===== config.mk =====
export PLATFORM = sky130hd
export DESIGN_NAME = pfc_valley_ctrl
export DESIGN_NICKNAME = d
export VERILOG_FILES = /design/src/rtl/pfc_vs_pkg.sv /design/src/rtl/pfc_vs_inhibit.sv /design/src/rtl/pfc_vs_period.sv /design/src/rtl/pfc_vs_fsm.sv /design/src/rtl/pfc_valley_ctrl.sv
export SDC_FILE = /design/constraint.sdc
export NUM_CORES = 1
export LEC_CHECK = 0
export ABC_AREA = 1
export BUFFER_PORTS_ARGS = -buffer_cell sky130_fd_sc_hd__buf_4
export CAP_MARGIN = 20
export CORE_AREA = 2 2 63 65
export CTS_CLUSTER_SIZE = 30
export DETAILED_ROUTE_END_ITERATION = 10
export DIE_AREA = 0 0 65 67
export MAX_ROUTING_LAYER = met4
export PLACE_DENSITY = 0.81
export REMOVE_ABC_BUFFERS = 1
export SLEW_MARGIN = 10
export SYNTH_ARGS = -nofsm -noshare
export SYNTH_HDL_FRONTEND = slang
export SYNTH_SLANG_ARGS = --single-unit

===== constraint.sdc =====
create_clock -name clk -period 1.6 [get_ports clk]
set_input_delay 0.32 -clock clk [delete_from_list [all_inputs] [get_ports clk]]
set_output_delay 0.32 -clock clk [all_outputs]
set_load 0.02 [all_outputs]

===== src/rtl/pfc_vs_pkg.sv =====
`timescale 1ns/1ps
package pfc_vs_pkg;

  typedef enum logic [1:0] {
    ST_IDLE   = 2'd0,
    ST_ON     = 2'd1,
    ST_DEMAG  = 2'd2,
    ST_VALLEY = 2'd3
  } pfc_state_e;

  // Length of a stroke in cycles for a programmed on-time: zero maps to one.
  function automatic logic [31:0] on_len(input logic [31:0] t);
    return (t == 32'd0) ? 32'd1 : t;
  endfunction

  // Counter width able to hold the value n.
  function automatic int cnt_width(input int n);
    return (n < 2) ? 1 : $clog2(n + 1);
  endfunction

endpackage


===== src/rtl/pfc_vs_inhibit.sv =====
`timescale 1ns/1ps
module pfc_vs_inhibit (
  input  logic clk,
  input  logic rst_n,
  input  logic vout_ok_i,
  input  logic ovp_i,
  input  logic mains_low_i,
  input  logic light_load_i,
  output logic armed_o,
  output logic inhibit_o
);

  logic armed_q;

  // Sticky arming: the loop must have been seen closed once.
  always_ff @(posedge clk or negedge rst_n) begin
    if (!rst_n)         armed_q <= 1'b0;
    else if (vout_ok_i) armed_q <= 1'b1;
  end

  assign armed_o   = armed_q;
  assign inhibit_o = !armed_q || ovp_i || mains_low_i || light_load_i;

  a_r1_arm_sticky: assert property (@(posedge clk) disable iff (!rst_n)
    armed_q |=> armed_q);

endmodule


===== src/rtl/pfc_vs_period.sv =====
`timescale 1ns/1ps
module pfc_vs_period #(
  parameter int MIN_PERIOD = 40
) (
  input  logic clk,
  input  logic rst_n,
  input  logic start_i,
  output logic period_ok_o
);

  localparam int PW = pfc_vs_pkg::cnt_width(MIN_PERIOD);

  generate
    if (MIN_PERIOD <= 1) begin : g_nolimit
      logic unused_bits;
      assign unused_bits = start_i ^ clk ^ rst_n;
      assign period_ok_o = 1'b1;
    end else begin : g_limit
      localparam logic [PW-1:0] LIMIT = PW'(MIN_PERIOD);
      logic [PW-1:0] since_q;

      // Cycles since the last turn-on, saturating at the limit.
      always_ff @(posedge clk or negedge rst_n) begin
        if (!rst_n)              since_q <= LIMIT;
        else if (start_i)        since_q <= PW'(1);
        else if (since_q < LIMIT) since_q <= since_q + 1'b1;
      end

      assign period_ok_o = (since_q >= LIMIT);

      a_r7_since_range: assert property (@(posedge clk) disable iff (!rst_n)
        since_q <= LIMIT);
      a_r7_restart_count: assert property (@(posedge clk) disable iff (!rst_n)
        start_i |=> !period_ok_o);
    end
  endgenerate

endmodule


===== src/rtl/pfc_vs_fsm.sv =====
`timescale 1ns/1ps
module pfc_vs_fsm #(
  parameter int TON_W          = 8,
  parameter int ZCS_TIMEOUT    = 200,
  parameter int VALLEY_TIMEOUT = 16
) (
  input  logic             clk,
  input  logic             rst_n,
  input  logic             inhibit_i,
  input  logic             period_ok_i,
  input  logic             demag_i,
  input  logic             valley_i,
  input  logic             ocp_i,
  input  logic [TON_W-1:0] on_time_i,
  output logic             on_o,
  output logic             turn_on_o,
  output logic             zcs_evt_o,
  output logic             vly_evt_o
);
  import pfc_vs_pkg::*;

  localparam int WAIT_MAX = (ZCS_TIMEOUT > VALLEY_TIMEOUT) ? ZCS_TIMEOUT : VALLEY_TIMEOUT;
  localparam int WAIT_W   = cnt_width(WAIT_MAX);
  localparam logic [WAIT_W-1:0] ZCS_LAST = WAIT_W'(ZCS_TIMEOUT - 1);
  localparam logic [WAIT_W-1:0] VLY_LAST = WAIT_W'(VALLEY_TIMEOUT - 1);
  localparam logic [TON_W-1:0]  TON_ONE  = TON_W'(1);

  pfc_state_e        st_q;
  logic [TON_W-1:0]  ton_q;
  logic [WAIT_W-1:0] wait_q;
  logic              vly_tick, on_end;

  always_comb begin
    zcs_evt_o = (st_q == ST_DEMAG)  && (demag_i  || (wait_q == ZCS_LAST));
    vly_tick  = (st_q == ST_VALLEY) && (wait_q == VLY_LAST);
    vly_evt_o = (st_q == ST_VALLEY) && (valley_i || vly_tick);
    on_end    = (st_q == ST_ON)     && (ocp_i    || (ton_q <= TON_ONE));
    turn_on_o = !inhibit_i && period_ok_i && ((st_q == ST_IDLE) || vly_evt_o);
  end

  always_ff @(posedge clk or negedge rst_n) begin
    if (!rst_n) begin
      st_q   <= ST_IDLE;
      ton_q  <= '0;
      wait_q <= '0;
    end else if (inhibit_i) begin
      st_q <= ST_IDLE;
    end else if (turn_on_o) begin
      st_q  <= ST_ON;
      ton_q <= TON_W'(on_len(32'(on_time_i)));
    end else begin
      unique case (st_q)
        ST_ON: begin
          if (on_end) begin
            st_q   <= ST_DEMAG;
            wait_q <= '0;
          end else begin
            ton_q <= ton_q - 1'b1;
          end
        end
        ST_DEMAG: begin
          if (zcs_evt_o) begin
            st_q   <= ST_VALLEY;
            wait_q <= '0;
          end else begin
            wait_q <= wait_q + 1'b1;
          end
        end
        ST_VALLEY: wait_q <= vly_tick ? '0 : wait_q + 1'b1;
        default: ;
      endcase
    end
  end

  assign on_o = (st_q == ST_ON);

  a_r4_no_on_from_demag: assert property (@(posedge clk) disable iff (!rst_n)
    (st_q == ST_DEMAG) |=> (st_q != ST_ON));
  a_r5_zcs_window: assert property (@(posedge clk) disable iff (!rst_n)
    (st_q == ST_DEMAG) |-> (wait_q <= ZCS_LAST));
  a_r6_valley_window: assert property (@(posedge clk) disable iff (!rst_n)
    (st_q == ST_VALLEY) |-> (wait_q <= VLY_LAST));
  a_r3_ocp_ends_stroke: assert property (@(posedge clk) disable iff (!rst_n)
    ((st_q == ST_ON) && ocp_i && !inhibit_i) |=> (st_q == ST_DEMAG));
  a_r8_stop_to_idle: assert property (@(posedge clk) disable iff (!rst_n)
    inhibit_i |=> (st_q == ST_IDLE));

endmodule


===== src/rtl/pfc_valley_ctrl.sv =====
`timescale 1ns/1ps
module pfc_valley_ctrl #(
  parameter int TON_W          = 8,
  parameter int ZCS_TIMEOUT    = 200,
  parameter int VALLEY_TIMEOUT = 16,
  parameter int MIN_PERIOD     = 40
) (
  input  logic             clk,
  input  logic             rst_n,
  input  logic             vout_ok_i,
  input  logic             ovp_i,
  input  logic             mains_low_i,
  input  logic             light_load_i,
  input  logic             demag_i,
  input  logic             valley_i,
  input  logic             ocp_i,
  input  logic [TON_W-1:0] on_time_i,
  output logic             gate_o
);

  logic armed, inhibit, period_ok, on, turn_on, zcs_evt, vly_evt;

  pfc_vs_inhibit u_inhibit (
    .clk          (clk),
    .rst_n        (rst_n),
    .vout_ok_i    (vout_ok_i),
    .ovp_i        (ovp_i),
    .mains_low_i  (mains_low_i),
    .light_load_i (light_load_i),
    .armed_o      (armed),
    .inhibit_o    (inhibit)
  );

  pfc_vs_period #(.MIN_PERIOD(MIN_PERIOD)) u_period (
    .clk         (clk),
    .rst_n       (rst_n),
    .start_i     (turn_on),
    .period_ok_o (period_ok)
  );

  pfc_vs_fsm #(
    .TON_W          (TON_W),
    .ZCS_TIMEOUT    (ZCS_TIMEOUT),
    .VALLEY_TIMEOUT (VALLEY_TIMEOUT)
  ) u_fsm (
    .clk         (clk),
    .rst_n       (rst_n),
    .inhibit_i   (inhibit),
    .period_ok_i (period_ok),
    .demag_i     (demag_i),
    .valley_i    (valley_i),
    .ocp_i       (ocp_i),
    .on_time_i   (on_time_i),
    .on_o        (on),
    .turn_on_o   (turn_on),
    .zcs_evt_o   (zcs_evt),
    .vly_evt_o   (vly_evt)
  );

  // Overcurrent cuts the gate without waiting for a clock edge.
  assign gate_o = on && !ocp_i;

  a_r1_quiet_until_armed: assert property (@(posedge clk) disable iff (!rst_n)
    !armed |-> !gate_o);
  a_r7_min_period: assert property (@(posedge clk) disable iff (!rst_n)
    $rose(on) |-> $past(period_ok));
  a_r5_zcs_not_turn_on: assert property (@(posedge clk) disable iff (!rst_n)
    (zcs_evt && !inhibit) |=> !on);
  a_r6_valley_starts: assert property (@(posedge clk) disable iff (!rst_n)
    (vly_evt && period_ok && !inhibit) |=> on);

endmodule


### Word-level counts from Yosys, hierarchy flattened

Cells that the tools add are included.

* bits in registers: 25
* latch bits: 0
* memory bits (writable): 0
* bits in read-only memories: 0
* word-level logic and storage cells: 63
* memories: 0

* add/sub/neg operators: 3
* multipliers: 0
* divide/modulo/power cells: 0
* order comparisons: 3
* eq/ne operators: 9
* shift-type cells: 0
* mux-type cells: 15
* bitwise gates (word level): 2
* reductions and logical operators: 26

Operators by type and width (number)
* 8-bit two-way mux: 7
* 8-bit one-hot mux with 3 select lines: 1
* 6-bit two-way mux: 2
* 8-bit by 1-bit adder with 8-bit output (second input constant): 1
* 8-bit by 4-bit == test with 1-bit output (second input constant): 1
* 8-bit == test (second input constant): 1
* 8-bit by 1-bit <= comparator with 1-bit output (second input constant): 1
* 8-bit zero test: 1
* 2-bit two-way mux: 4
* 8-bit by 1-bit subtractor with 8-bit output (second input constant): 1
* 1-bit logical AND: 7
* 1-bit logical OR: 7
* 6-bit by 1-bit adder with 6-bit output (second input constant): 1
* 6-bit >= comparator (second input constant): 1
* 6-bit less-than comparator (second input constant): 1
* 3-bit AND reduction: 2
* 2-bit == test (second input constant): 2
* 4-bit by 1-bit != test with 1-bit output (second input constant): 1
* 4-bit by 2-bit != test with 1-bit output (second input constant): 1
* 2-bit one-hot mux with 2 select lines: 1
* 4-bit AND reduction: 1
* 2-bit nonzero test: 2
* 4-bit nonzero test: 1
* 1-bit zero test: 3
* other kinds (6): 7

### Logic depth before layout (Yosys ltp)

Gate-level depths: netlist (run 1).

* word-level depth: 9
* depth in mapped cells: 12
* mapped depth without buffers: 12

### Cells and area by module

From an unflattened synthesis (run 1), not the netlist that was laid out.

* cell total of the unflattened synthesis: 279
* area, all modules: 1900.6 um^2

By module, submodules not included
* pfc_vs_fsm: instances 1, cells an instance 231, area each 1526.5 um^2, sequential area each 450.4 um^2
* pfc_vs_period: instances 1, cells an instance 40, area each 317.8 um^2, sequential area each 152.6 um^2
* pfc_vs_inhibit: instances 1, cells an instance 6, area each 46.3 um^2, sequential area each 25.0 um^2
* pfc_valley_ctrl: instances 1, cells an instance 2, area each 10.0 um^2, sequential area each 0.0 um^2

### Worst setup path before layout (run 1)

No wires, ideal clock.

* path kind: flip-flop to flip-flop
* start point: reg u_fsm.st_q[1]
* end point: reg u_fsm.ton_q[2]
* library setup time: 0.117 ns
* data arrival time: 1.669 ns
* required time: 1.483 ns
* slack: -0.186 ns
* cell stages (with the launch flop): 12
* buffers on the path: 0
* cell sequence: dfrtp_1 > inv_1 > ha_1 > inv_1 > nor2_1 > inv_1 > nor2_1 > nand2_1 > nand2_2 > inv_1 > nand2_1 > nand2_1

* longest elaborated chain between the ends: 8

RTL lines
* start, declared: RTL line pfc_vs_fsm.sv:28 `pfc_state_e st_q;`
* start signal, assigned: RTL line pfc_vs_fsm.sv:43 `st_q <= ST_IDLE;`
* start signal, assigned: RTL line pfc_vs_fsm.sv:47 `st_q <= ST_IDLE;`
* start signal, assigned: RTL line pfc_vs_fsm.sv:49 `st_q <= ST_ON;`
* 2-bit == test: RTL line pfc_vs_fsm.sv:35, pfc_vs_fsm.sv:36
* 1-bit logical AND: RTL line pfc_vs_fsm.sv:35 `vly_tick = (st_q == ST_VALLEY) && (wait_q == VLY_LAST);`
* 1-bit logical OR: RTL line pfc_vs_fsm.sv:36 `vly_evt_o = (st_q == ST_VALLEY) && (valley_i || vly_tick);`
* 1-bit logical AND: RTL line pfc_vs_fsm.sv:36
* 1-bit logical OR: RTL line pfc_vs_fsm.sv:38 `turn_on_o = !inhibit_i && period_ok_i && ((st_q == ST_IDLE) || vly_evt_o);`
* 1-bit logical AND: RTL line pfc_vs_fsm.sv:38
* 2-bit != test (no line) or 2-bit nonzero test (tied branches)
* 3-bit AND reduction (no line)
* end signal, assigned: RTL line pfc_vs_fsm.sv:50 `ton_q <= TON_W'(on_len(32'(on_time_i)));`
* end signal, assigned: RTL line pfc_vs_fsm.sv:58 `ton_q <= ton_q - 1'b1;`
* end, declared: RTL line pfc_vs_fsm.sv:29 `logic [TON_W-1:0] ton_q;`

Parallel ways exist; a longest one is shown, timed or not.
A chain may end at the register's enable or synchronous reset.

### Worst setup path after layout (run 1)

* start point: reg u_fsm.st_q[1]
* end point: out gate_o

* longest elaborated chain between the ends: 2

RTL lines
* 2-bit by 1-bit == test with 1-bit output: RTL line pfc_vs_fsm.sv:75 `assign on_o = (st_q == ST_ON);`
* 1-bit logical AND: RTL line pfc_valley_ctrl.sv:61 `assign gate_o = on && !ocp_i;`
* end, declared: RTL line pfc_valley_ctrl.sv:18 `output logic gate_o`

Every way passes these cells.

==> out/qor.yml, run 1 <==
area_growth_syn_to_layout_pct: 37.1
cts.sinks: 25
detail_route.wl_per_cell_um: 13.1
finalWorstSetupSlack_ns: -0.0705
die_footprint_um2: 4360
share_of_flip_flops_with_an_asynchronous_set_or_reset_after_synthesis_pct: 100
clk-insertion-delay-late_ns: 0.28
cap_viol_max_count: 0
num_io_pins: 18
syn_area_um2: 1850
min_period_ns: 1.67
max_stage_delay_ns: 0.45
timing.final.max_slew_violations: 0
cp_cell_sequence: "inv_2, ha_4, inv_2, nor2_4, buf_6, buf_6"
drt-vias-per-instance: 5.15
global_route.overflow_total: 0
drt_iter0_drcs: 100
ys_dominant_reg_cell: "sky130_fd_sc_hd__dfrtp_1"
timing.critical_path.to_type: "output port"
fmax_mhz: 599
final_hold_viol_count: 0
grt_max_degree: 26
root_buffer: "sky130_fd_sc_hd__clkbuf_8"
timing.hold.worst.class: "in -> reg"
post_route_cells_drive_above_1_share_pct: 33.3
ys.warnings.count: 0
critPathLaunchType: "flop"
synth_commonest_cells: "sky130_fd_sc_hd__nand2_1 (96), sky130_fd_sc_hd__inv_1 (45), sky130_fd_sc_hd__nor2_1 (29)"
first_pass_iteration_count_of_the_detailed_router: 5
syn_area_per_cell_um2: 6.65
netlist.top_cell.by_area: "sky130_fd_sc_hd__dfrtp_1"
grt_pass1_vias: 1719
violations_in_the_final_reports: "setup timing"
yosys.area.top_type_share_pct: 31.1
finalWirelength_um: 5020
synth.ff_latch_count: 25
worst_setup_slack_before_clock_tree_synthesis_ns: -0.0676
coreArea_um2: 3610
slew-limit-headroom_pct: 77.4
grt_pass1_wl_um: 7600
drtAntennaViolNets: 0
yosys.cell_count.top_type: "sky130_fd_sc_hd__nand2_1"
peakVddDrop_uv: 615
synthesis.instances: 278
cts_buf_count: 3
synth_area_leaders: "sky130_fd_sc_hd__dfrtp_1 (31%), sky130_fd_sc_hd__nand2_1 (19%), sky130_fd_sc_hd__inv_1 (9.1%)"
power.density_nw_per_um2: 1110
synth_enable_flop_cells: 0
effective_utilization_at_floorplan_pct: 51.3
insertedDiodeCount: 0
timing.critical_path.fanout_max: 3
rsz0062_at_grt: "true"
yosysUniqueCellTypes: 23
cell_row_count: 22
placement.io_buffers: 17
dp.final_hpwl_um: 3380
synth.yosys.seq_area_share_pct: 34.0
total_leakage_power_nw: 1.32
htree_levels: 1
fin_crit_sh_pct: 104
layout.nets: 363
worstSetupPathType: "reg -> out"
clock_tree.buffer_depth: 2
worstMarginPinSlew_ns: 0.339
critical-path-slowest-cell: "sky130_fd_sc_hd__dfrtp_2"
via_count: 1978
finClkSkew_ns: 0.00444
cp.required_ns: 1.28
setup_violations: 10
fin_util_pct: 70.3
global_route.usage.total_pct: 23.4
die_height_um: 67
place.gp.congestion: 0.966
die_w_um: 65
clkTransAtPathRegs_ns: 0.10
detail_route.drc_violations: 0
tritoncts: "built"
status: "finished, violations left"
worstPathArrival_ns: 1.35
number_of_antenna_violations_at_the_first_check_in_global_routing: 0
## path summary, 6_finish.rpt
kind | startpoint | endpoint | cells past startpoint | slack (ns)
max | u_fsm.st_q[1]$_DFFE_PN0P_ | gate_o | 6 | -0.07
min | vout_ok_i | u_inhibit.armed_o$_DFFE_PN0P_ | 2 | 0.23
max reg2reg | u_fsm.st_q[1]$_DFFE_PN0P_ | u_fsm.ton_q[3]$_DFFE_PN0P_ | 12 | -0.05
min reg2reg | u_inhibit.armed_o$_DFFE_PN0P_ | u_inhibit.armed_o$_DFFE_PN0P_ | 1 | 0.48
max in group asynchronous | rst_n | u_period.g_limit.since_q[5]$_DFFE_PN1P_ | 2 | 0.82
min in group asynchronous | rst_n | u_period.g_limit.since_q[4]$_DFFE_PN0P_ | 2 | 0.47
## metrics by stage
step                      power [W]  instance area [um^2]  TNS, ns  hold slack, ns  std cells
final                       0.00281                  2530   -0.300           0.225        384
after CTS                   0.00256                  2350  -0.0488           0.224        377
after detailed placement    0.00213                  2230   -0.261           0.249        370
after global placement      0.00209                  2230  -0.0250           0.246        370
after global routing        0.00302                  2530    -1.90           0.215        384
after floorplan             0.00170                  1830    -1.14          0.0244        276
## cells by family after synthesis
logic type	count (synthesis)	share of synthesized area [%]
simple gates	177	42.6
flops	25	34.0
fa+ha+maj	9	6.09
xor+xnor	6	2.84
buf+inv	47	10.4
compound gates	14	4.19
## registers in the layout, summed over array words and instances (netlist names)
register	count
u_fsm.wait_q	8
u_inhibit.armed_o	1
u_period.g_limit.since_q	6
u_fsm.st_q	2
u_fsm.ton_q	8
## cell usage in the layout, fill, tap and decap left out, types with 4 or more instances in the layout
| cell | netlist | final |
|---|---|---|
| sky130_fd_sc_hd__nand2_1 | 96 | 86 |
| sky130_fd_sc_hd__buf_4 | 0 | 50 |
| sky130_fd_sc_hd__inv_1 | 45 | 37 |
| sky130_fd_sc_hd__nand3_1 | 27 | 25 |
| sky130_fd_sc_hd__nor2_1 | 29 | 23 |
| sky130_fd_sc_hd__dfrtp_1 | 23 | 21 |
| sky130_fd_sc_hd__nand2_2 | 2 | 11 |
| sky130_fd_sc_hd__nor2_2 | 3 | 8 |
| sky130_fd_sc_hd__inv_2 | 0 | 6 |
| sky130_fd_sc_hd__xor2_1 | 6 | 6 |
| sky130_fd_sc_hd__nand4_1 | 5 | 5 |
| sky130_fd_sc_hd__buf_6 | 2 | 5 |
| sky130_fd_sc_hd__o21ai_1 | 1 | 4 |
## metal layers
layer,global-route usage (%),part of all wire [%]
met5,-,0
met2,38.9,50
met4,5.59,0.96
met1,30.5,43
met3,3.21,6.1
## where the power goes
group          internal [W]  switching (W)
combinational      0.000604       0.000786
clock              0.000177       0.000230
sequential         0.000829       0.000184
total               0.00161        0.00120
## cell type report
class | count | area, um^2
fill | 287 | 1070
multi-input combinational | 206 | 1180
sequential | 25 | 631
inverter | 45 | 175
clock buffer | 3 | 41.3
clock inverter | 1 | 7.51
tap | 48 | 60.1
timing repair buffer | 56 | 442
## worst max-delay path, delay by kind of cell, from the launching register on
| kind | cells | cell delay, ns |
|---|---|---|
| AND/OR/NAND/NOR | 1 | 0.10 |
| buffers and inverters | 4 | 0.38 |
| adder cells (fa/ha/maj) | 1 | 0.14 |
| flip-flops | 1 | 0.45 |
## timing repair
| item | in CTS | in global routing |
|---|---|---|
| hold buffers | 1 | 0 |
| gates resized for setup | 10 | 46 |
| pin swaps | 4 | 16 |
| setup endpoints to repair | 18 | 24 |
| endpoints found under the hold margin | 23 | 0 |
| setup buffers | 2 | 7 |
Power figures use the tool's default switching activity.
==> inputs of run 2 (changes only) <==
CORE_AREA = 2 2 52 79   (was 2 2 63 65)
CTS_CLUSTER_SIZE = 8   (was 30)
DIE_AREA = 0 0 54 81   (was 0 0 65 67)
PLACE_DENSITY = 0.82   (was 0.81)
SYNTH_HIERARCHICAL = 1   (was unset)
==> run 2 against run 1 <==
  * The flow now finishes without violations
  * Power grew 8.1%
  * Critical endpoint is now u_fsm/ton_q[7]$_DFFE_PN0P_
  * Sequential cell count is the same
  * Clock skew decreased by 0.0017 ns
  * Highest routed layer unchanged
  * Fmax up 9.2%
  * Area after synthesis grew 2.3%
  * Largest cell class unchanged
  * Sequential power about the same
  * Cell count is 4.9% lower
==> out/qor.yml, run 2 <==
place_inst: 355
timing.hold.worst.class: "in -> reg"
finClkSkew_ns: 0.00275
detail_route.wl_per_cell_um: 11.9
place.gp.congestion: 0.851
coreArea_um2: 3780
final.fill_count: 362
clock_tree.buffer_depth: 2
fin_util_pct: 61.1
crit_top_cell: "sky130_fd_sc_hd__nand2_1"
internal_portion_of_total_power_w: 0.00172
die_height_um: 81
top_signal_layer_used: "met4"
power.density_nw_per_um2: 1310
clkTransAtPathRegs_ns: 0.09
fin_cells: 365
worstSetupPathType: "reg -> reg"
timing.critical_path.to_type: "flop"
worst_setup_path_startpoint: "u_fsm/wait_q[0]$_DFFE_PN0P_"
final_cell_mix: "sky130_fd_sc_hd__nand2_1 (105), sky130_fd_sc_hd__buf_4 (39), sky130_fd_sc_hd__nand3_1 (30), sky130_fd_sc_hd__inv_1 (29), sky130_fd_sc_hd__dfrtp_1 (22)"
reg_top3: "u_fsm/ton_q x8, u_fsm/wait_q x8, u_period/g_limit.since_q x6"
status: "finished clean"
critPathLaunchType: "flop"
insertedDiodeCount: 0
grt_pass1_wl_um: 6920
rr_endpoint: "u_fsm/ton_q[7]$_DFFE_PN0P_"
cpLargestDelayFamily: "simple AND/OR/NAND/NOR gates"
timing.critical_path.fanout_max: 8
r2r_slack_ns: 0.07
placement.io_buffers: 17
area_growth_syn_to_layout_pct: 22.2
slew-limit-headroom_pct: 77.5
final_hold_viol_count: 0
first_pass_iteration_count_of_the_detailed_router: 4
fmax_mhz: 654
die_w_um: 54
total_leakage_power_nw: 1.30
routed-wl-met3_um: 135
ys.warnings.count: 6
timing.critical_path.buf_inv: 1
cp.required_ns: 1.81
worstMarginPinSlew_ns: 0.337
max_stage_delay_ns: 0.42
drt_iter0_drcs: 56
m1WireLength_um: 1780
htree_levels: 1
syn_area_per_cell_um2: 6.83
rsz0062_at_grt: "true"
syn_area_um2: 1890
die_footprint_um2: 4370
peakVddDrop_uv: 815
num_io_pins: 18
ff2ff_path_depth: 10
cts_buf_count: 3
synthesis.instances: 277
worst_r2r_startpoint: "u_fsm/wait_q[0]$_DFFE_PN0P_"
dp.final_hpwl_um: 3190
post_route_cells_drive_above_1_share_pct: 25.9
drtAntennaViolNets: 0
finalWirelength_um: 4350
root_buffer: "sky130_fd_sc_hd__clkbuf_8"
tritoncts: "built"
sequentialPowerShare_pct: 33.3
switching_share_pct: 43.5
min_period_ns: 1.53
cp-endpoint: "u_fsm/ton_q[7]$_DFFE_PN0P_"
setup_violations: 0
effective_utilization_at_floorplan_pct: 50.0
worstPathArrival_ns: 1.74
global_route.overflow_total: 0
fin_crit_sh_pct: 95.6
global_route.usage.total_pct: 21.9
power_switching_w: 0.00132
cap_viol_max_count: 0
path_depth: 10
drt-vias-per-instance: 5.01
grt_pass1_vias: 1718
number_of_antenna_violations_at_the_first_check_in_global_routing: 0
layout_commonest_cell: "sky130_fd_sc_hd__nand2_1"
clk-insertion-delay-late_ns: 0.27
detailroute.wirelength.met2_um: 2370
critical-path-slowest-cell: "sky130_fd_sc_hd__dfrtp_1"
grt_max_degree: 26
layout.nets: 343
cts.sinks: 25
fin_tns_setup_ns: 0
detail_route.drc_violations: 0
via_count: 1829
pwr-share-clk_pct: 12.4
cell_row_count: 28
cp_cell_sequence: "ha_4, nand3_4, nor2_4, nand2_4, nand3_4, buf_4, nand3_1, nand2_1, nand2_1, nand2_1"
power.share.combinational_pct: 54.3
timing.final.max_slew_violations: 0
final.hold.worst_slack_ns: 0.235
[run 2: worst register-to-register path: stages (launching register included)]
cell,delay (ns)
sky130_fd_sc_hd__dfrtp_1,0.42
sky130_fd_sc_hd__ha_4,0.18
sky130_fd_sc_hd__nand3_4,0.09
sky130_fd_sc_hd__nor2_4,0.11
sky130_fd_sc_hd__nand2_4,0.06
sky130_fd_sc_hd__nand3_4,0.09
sky130_fd_sc_hd__buf_4,0.17
sky130_fd_sc_hd__nand3_1,0.12
sky130_fd_sc_hd__nand2_1,0.12
sky130_fd_sc_hd__nand2_1,0.06
sky130_fd_sc_hd__nand2_1,0.06
[run 2: layout make-up]
class	count	area, um^2	area share, %
Clock buffer	4	45.0	1.95
Inverter	37	141	6.11
Tap cell	45	56.3	2.44
Multi-Input combinational cell	213	1130	48.7
Timing Repair Buffer	41	314	13.6
Sequential cell	25	629	27.2
[run 2: repair_timing]
item / CTS / global route
gates cloned: 0 / 0
hold buffers: 1 / 0
gates resized for setup: 1 / 10
endpoints found under the hold margin: 23 / 0
pin swaps: 0 / 1
buffers inserted: 0 / 5
setup endpoints to repair: 8 / 21
[run 2: routing by layer]
| layer | vias to the layer above | global-route usage [%] |
|---|---|---|
| li1 | 944 | - |
| met1 | 839 | 23.1 |
| met2 | 40 | 41.0 |
| met3 | 6 | 2.21 |
| met4 | 0 | 7.25 |
| met5 | - | - |
[run 2: worst min-delay path by stage]
stage	cells past startpoint	from	slack (ns)	to
2_1_floorplan	0	rst_n	0.02	u_fsm/st_q[0]$_DFFE_PN0P_
3_3_place_gp	1	rst_n	0.25	u_fsm/wait_q[5]$_DFFE_PN0P_
3_5_place_dp	1	rst_n	0.25	u_fsm/wait_q[5]$_DFFE_PN0P_
4_1_cts	2	vout_ok_i	0.23	u_inhibit/armed_o$_DFFE_PN0P_
5_1_grt	2	vout_ok_i	0.24	u_inhibit/armed_o$_DFFE_PN0P_
6_report	2	vout_ok_i	0.24	u_inhibit/armed_o$_DFFE_PN0P_
[run 2: power by group through the flow]
stage / Combinational [W] / Clock (W) / Sequential, W
after floorplan: 0.00119 / 0 / 0.000981
after global placement: 0.00150 / 0 / 0.00101
after detailed placement: 0.00154 / 0 / 0.00102
after CTS: 0.00156 / 0.000397 / 0.00100
after global routing: 0.00189 / 0.000427 / 0.00104
final: 0.00165 / 0.000378 / 0.00101
[run 2: per-stage QoR]
stage / cell area (um^2) / setup slack [ns] / power, W
floorplan: 1860 / 0.0665 / 0.00217
global placement: 2180 / 0.0469 / 0.00251
detailed placement: 2180 / -0.0147 / 0.00256
CTS: 2240 / 0.0154 / 0.00296
global route: 2310 / -0.0133 / 0.00336
finish: 2310 / 0.0706 / 0.00304
==> inputs of run 3 (changes only) <==
CORE_AREA = 2 2 63 65   (was 2 2 52 79)
DIE_AREA = 0 0 65 67   (was 0 0 54 81)
PLACE_DENSITY = 0.83   (was 0.82)
==> run 3 against run 2 <==
  * Global-route usage decreased by 0.67 points
  * Cell count stayed put
  * Sequential cell count stayed put
  * Setup slack lost 0.016 ns
  * Fmax shrank 1.1%
  * Cell area shrank 0.16%
  * Sequential power about the same
  * First-iteration DRC count up 70%
  * Clock power up 4%
  * Die area shrank 0.43%
  * Via count decreased by 1.9%
  * Critical endpoint is now u_fsm/wait_q[6]$_DFFE_PN0P_
==> out/qor.yml, run 3 (same netlist as run 2, synthesis figures left out) <==
setup_violations: 0
fmax_mhz: 647
grt_max_degree: 26
grt_pass1_wl_um: 7040
cts_buf_count: 3
final_hold_viol_count: 0
placement.io_buffers: 17
drtAntennaViolNets: 0
die_height_um: 67
critPathLaunchType: "flop"
top_signal_layer_used: "met4"
clk-insertion-delay-late_ns: 0.28
sequentialPowerShare_pct: 33.6
power.share.combinational_pct: 53.4
peakVddDrop_uv: 746
worst_setup_slack_before_clock_tree_synthesis_ns: -0.0383
dp.final_hpwl_um: 3030
place_inst: 355
power.density_nw_per_um2: 1310
via_count: 1795
detail_route.drc_violations: 0
place.gp.congestion: 0.916
internal_portion_of_total_power_w: 0.00171
detail_route.wl_per_cell_um: 11.2
m1WireLength_um: 1870
clock_tree.buffer_depth: 2
layout_commonest_cell: "sky130_fd_sc_hd__nand2_1"
global_route.overflow_total: 0
cp.required_ns: 1.78
cap_viol_max_count: 0
slew-limit-headroom_pct: 78.5
grt_pass1_vias: 1670
finalWorstSetupSlack_ns: 0.0541
first_pass_iteration_count_of_the_detailed_router: 4
worst_setup_path_startpoint: "u_fsm/wait_q[1]$_DFFE_PN0P_"
finClkSkew_ns: 0.00783
drt-vias-per-instance: 4.92
switching_share_pct: 43.4
drt_iter0_drcs: 95
root_buffer: "sky130_fd_sc_hd__clkbuf_8"
rsz0062_at_grt: "true"
worstMarginPinSlew_ns: 0.322
num_io_pins: 18
hold_path.startpoint: "vout_ok_i"
fin_crit_sh_pct: 96.6
cts.sinks: 25
status: "finished clean"
finalWirelength_um: 4100
timing.final.max_slew_violations: 0
final_cell_mix: "sky130_fd_sc_hd__nand2_1 (104), sky130_fd_sc_hd__buf_4 (36), sky130_fd_sc_hd__nand3_1 (30), sky130_fd_sc_hd__inv_1 (29), sky130_fd_sc_hd__dfrtp_1 (22)"
htree_levels: 1
final.fill_count: 322
die_w_um: 65
cell_row_count: 22
place_area_um2: 2160
detailroute.wirelength.met2_um: 2100
effective_utilization_at_floorplan_pct: 52.5
post_route_cells_drive_above_1_share_pct: 26.5
final.hold.worst_slack_ns: 0.223
timing.critical_path.to_type: "flop"
fin_cells: 365
tritoncts: "built"
min_period_ns: 1.55
worstPathArrival_ns: 1.72
timing.critical_path.fanout_max: 3
routed-wl-met3_um: 106
clkTransAtPathRegs_ns: 0.09
total_leakage_power_nw: 1.28
reg_top3: "u_fsm/ton_q x8, u_fsm/wait_q x8, u_period/g_limit.since_q x6"
pwr-share-clk_pct: 13.0
coreArea_um2: 3610
timing.hold.worst.class: "in -> reg"
global_route.usage.total_pct: 21.3
layout.nets: 340
insertedDiodeCount: 0
power_switching_w: 0.00131
die_footprint_um2: 4360
number_of_antenna_violations_at_the_first_check_in_global_routing: 0
worstSetupPathType: "reg -> reg"
worst_r2r_startpoint: "u_fsm/wait_q[1]$_DFFE_PN0P_"
area_growth_syn_to_layout_pct: 22.0
finish.instance_area_um2: 2310
[run 3: through the flow]
stage / TNS [ns] / util (%) / power (W)
after detailed placement: -0.204 / 59.9 / 0.00256
after global routing: -0.211 / 64.0 / 0.00335
after CTS: 0 / 61.7 / 0.00296
final: 0 / 64.0 / 0.00302
after global placement: 0 / 59.9 / 0.00251
after floorplan: 0 / - / 0.00217
[run 3: final timing paths]
check,to,slack (ns),depth (start not counted)
hold / removal,u_inhibit/armed_o$_DFFE_PN0P_,0.22,2
setup / recovery,u_fsm/wait_q[6]$_DFFE_PN0P_,0.05,10
setup reg to reg,u_fsm/wait_q[6]$_DFFE_PN0P_,0.05,10
min in group asynchronous,u_fsm/ton_q[1]$_DFFE_PN0P_,0.47,2
hold reg to reg,u_inhibit/armed_o$_DFFE_PN0P_,0.48,1
max in group asynchronous,u_period/g_limit.since_q[5]$_DFFE_PN1P_,0.84,2
[run 3: layout make-up]
class | instances | area (um^2) | area share (%)
multi-input combinational | 214 | 1150 | 49.6
tap | 48 | 60.1 | 2.60
sequential | 25 | 629 | 27.3
inverter | 37 | 144 | 6.23
clock inverter | 1 | 7.51 | 0.325
timing repair buffer | 37 | 280 | 12.1
clock buffer | 3 | 41.3 | 1.79
[run 3: timing repair]
item                       CTS  global route
cloned                       0             1
pin swaps                    1             5
gates resized for setup      2            12
hold buffers                 1             0
buffers inserted             0             4
setup endpoints to repair    9            20
hold endpoints to repair    23             0
[run 3: critical path: stages (launching register included)]
cell	delay, ns
sky130_fd_sc_hd__dfrtp_1	0.43
sky130_fd_sc_hd__ha_4	0.19
sky130_fd_sc_hd__nand3_4	0.09
sky130_fd_sc_hd__buf_4	0.14
sky130_fd_sc_hd__buf_4	0.13
sky130_fd_sc_hd__nor2_1	0.12
sky130_fd_sc_hd__nand3_1	0.11
sky130_fd_sc_hd__nand3_1	0.10
sky130_fd_sc_hd__nand2_1	0.05
sky130_fd_sc_hd__nand2_1	0.06
sky130_fd_sc_hd__nand2_1	0.04
[run 3: metal layers]
metal  vias to the layer above  global-route usage (%)
li1                        945                       -
met1                       824                    25.1
met2                        22                    38.0
met3                         4                    4.05
met4                         0                    3.99
met5                         -                       -
[run 3: power by group through the flow]
stage / Clock (W) / Sequential (W) / Combinational, W
final: 0.000392 / 0.00101 / 0.00161
after global routing: 0.000432 / 0.00104 / 0.00188
after CTS: 0.000403 / 0.00101 / 0.00155
after detailed placement: 0 / 0.00102 / 0.00154
after global placement: 0 / 0.00102 / 0.00149
after floorplan: 0 / 0.000981 / 0.00119
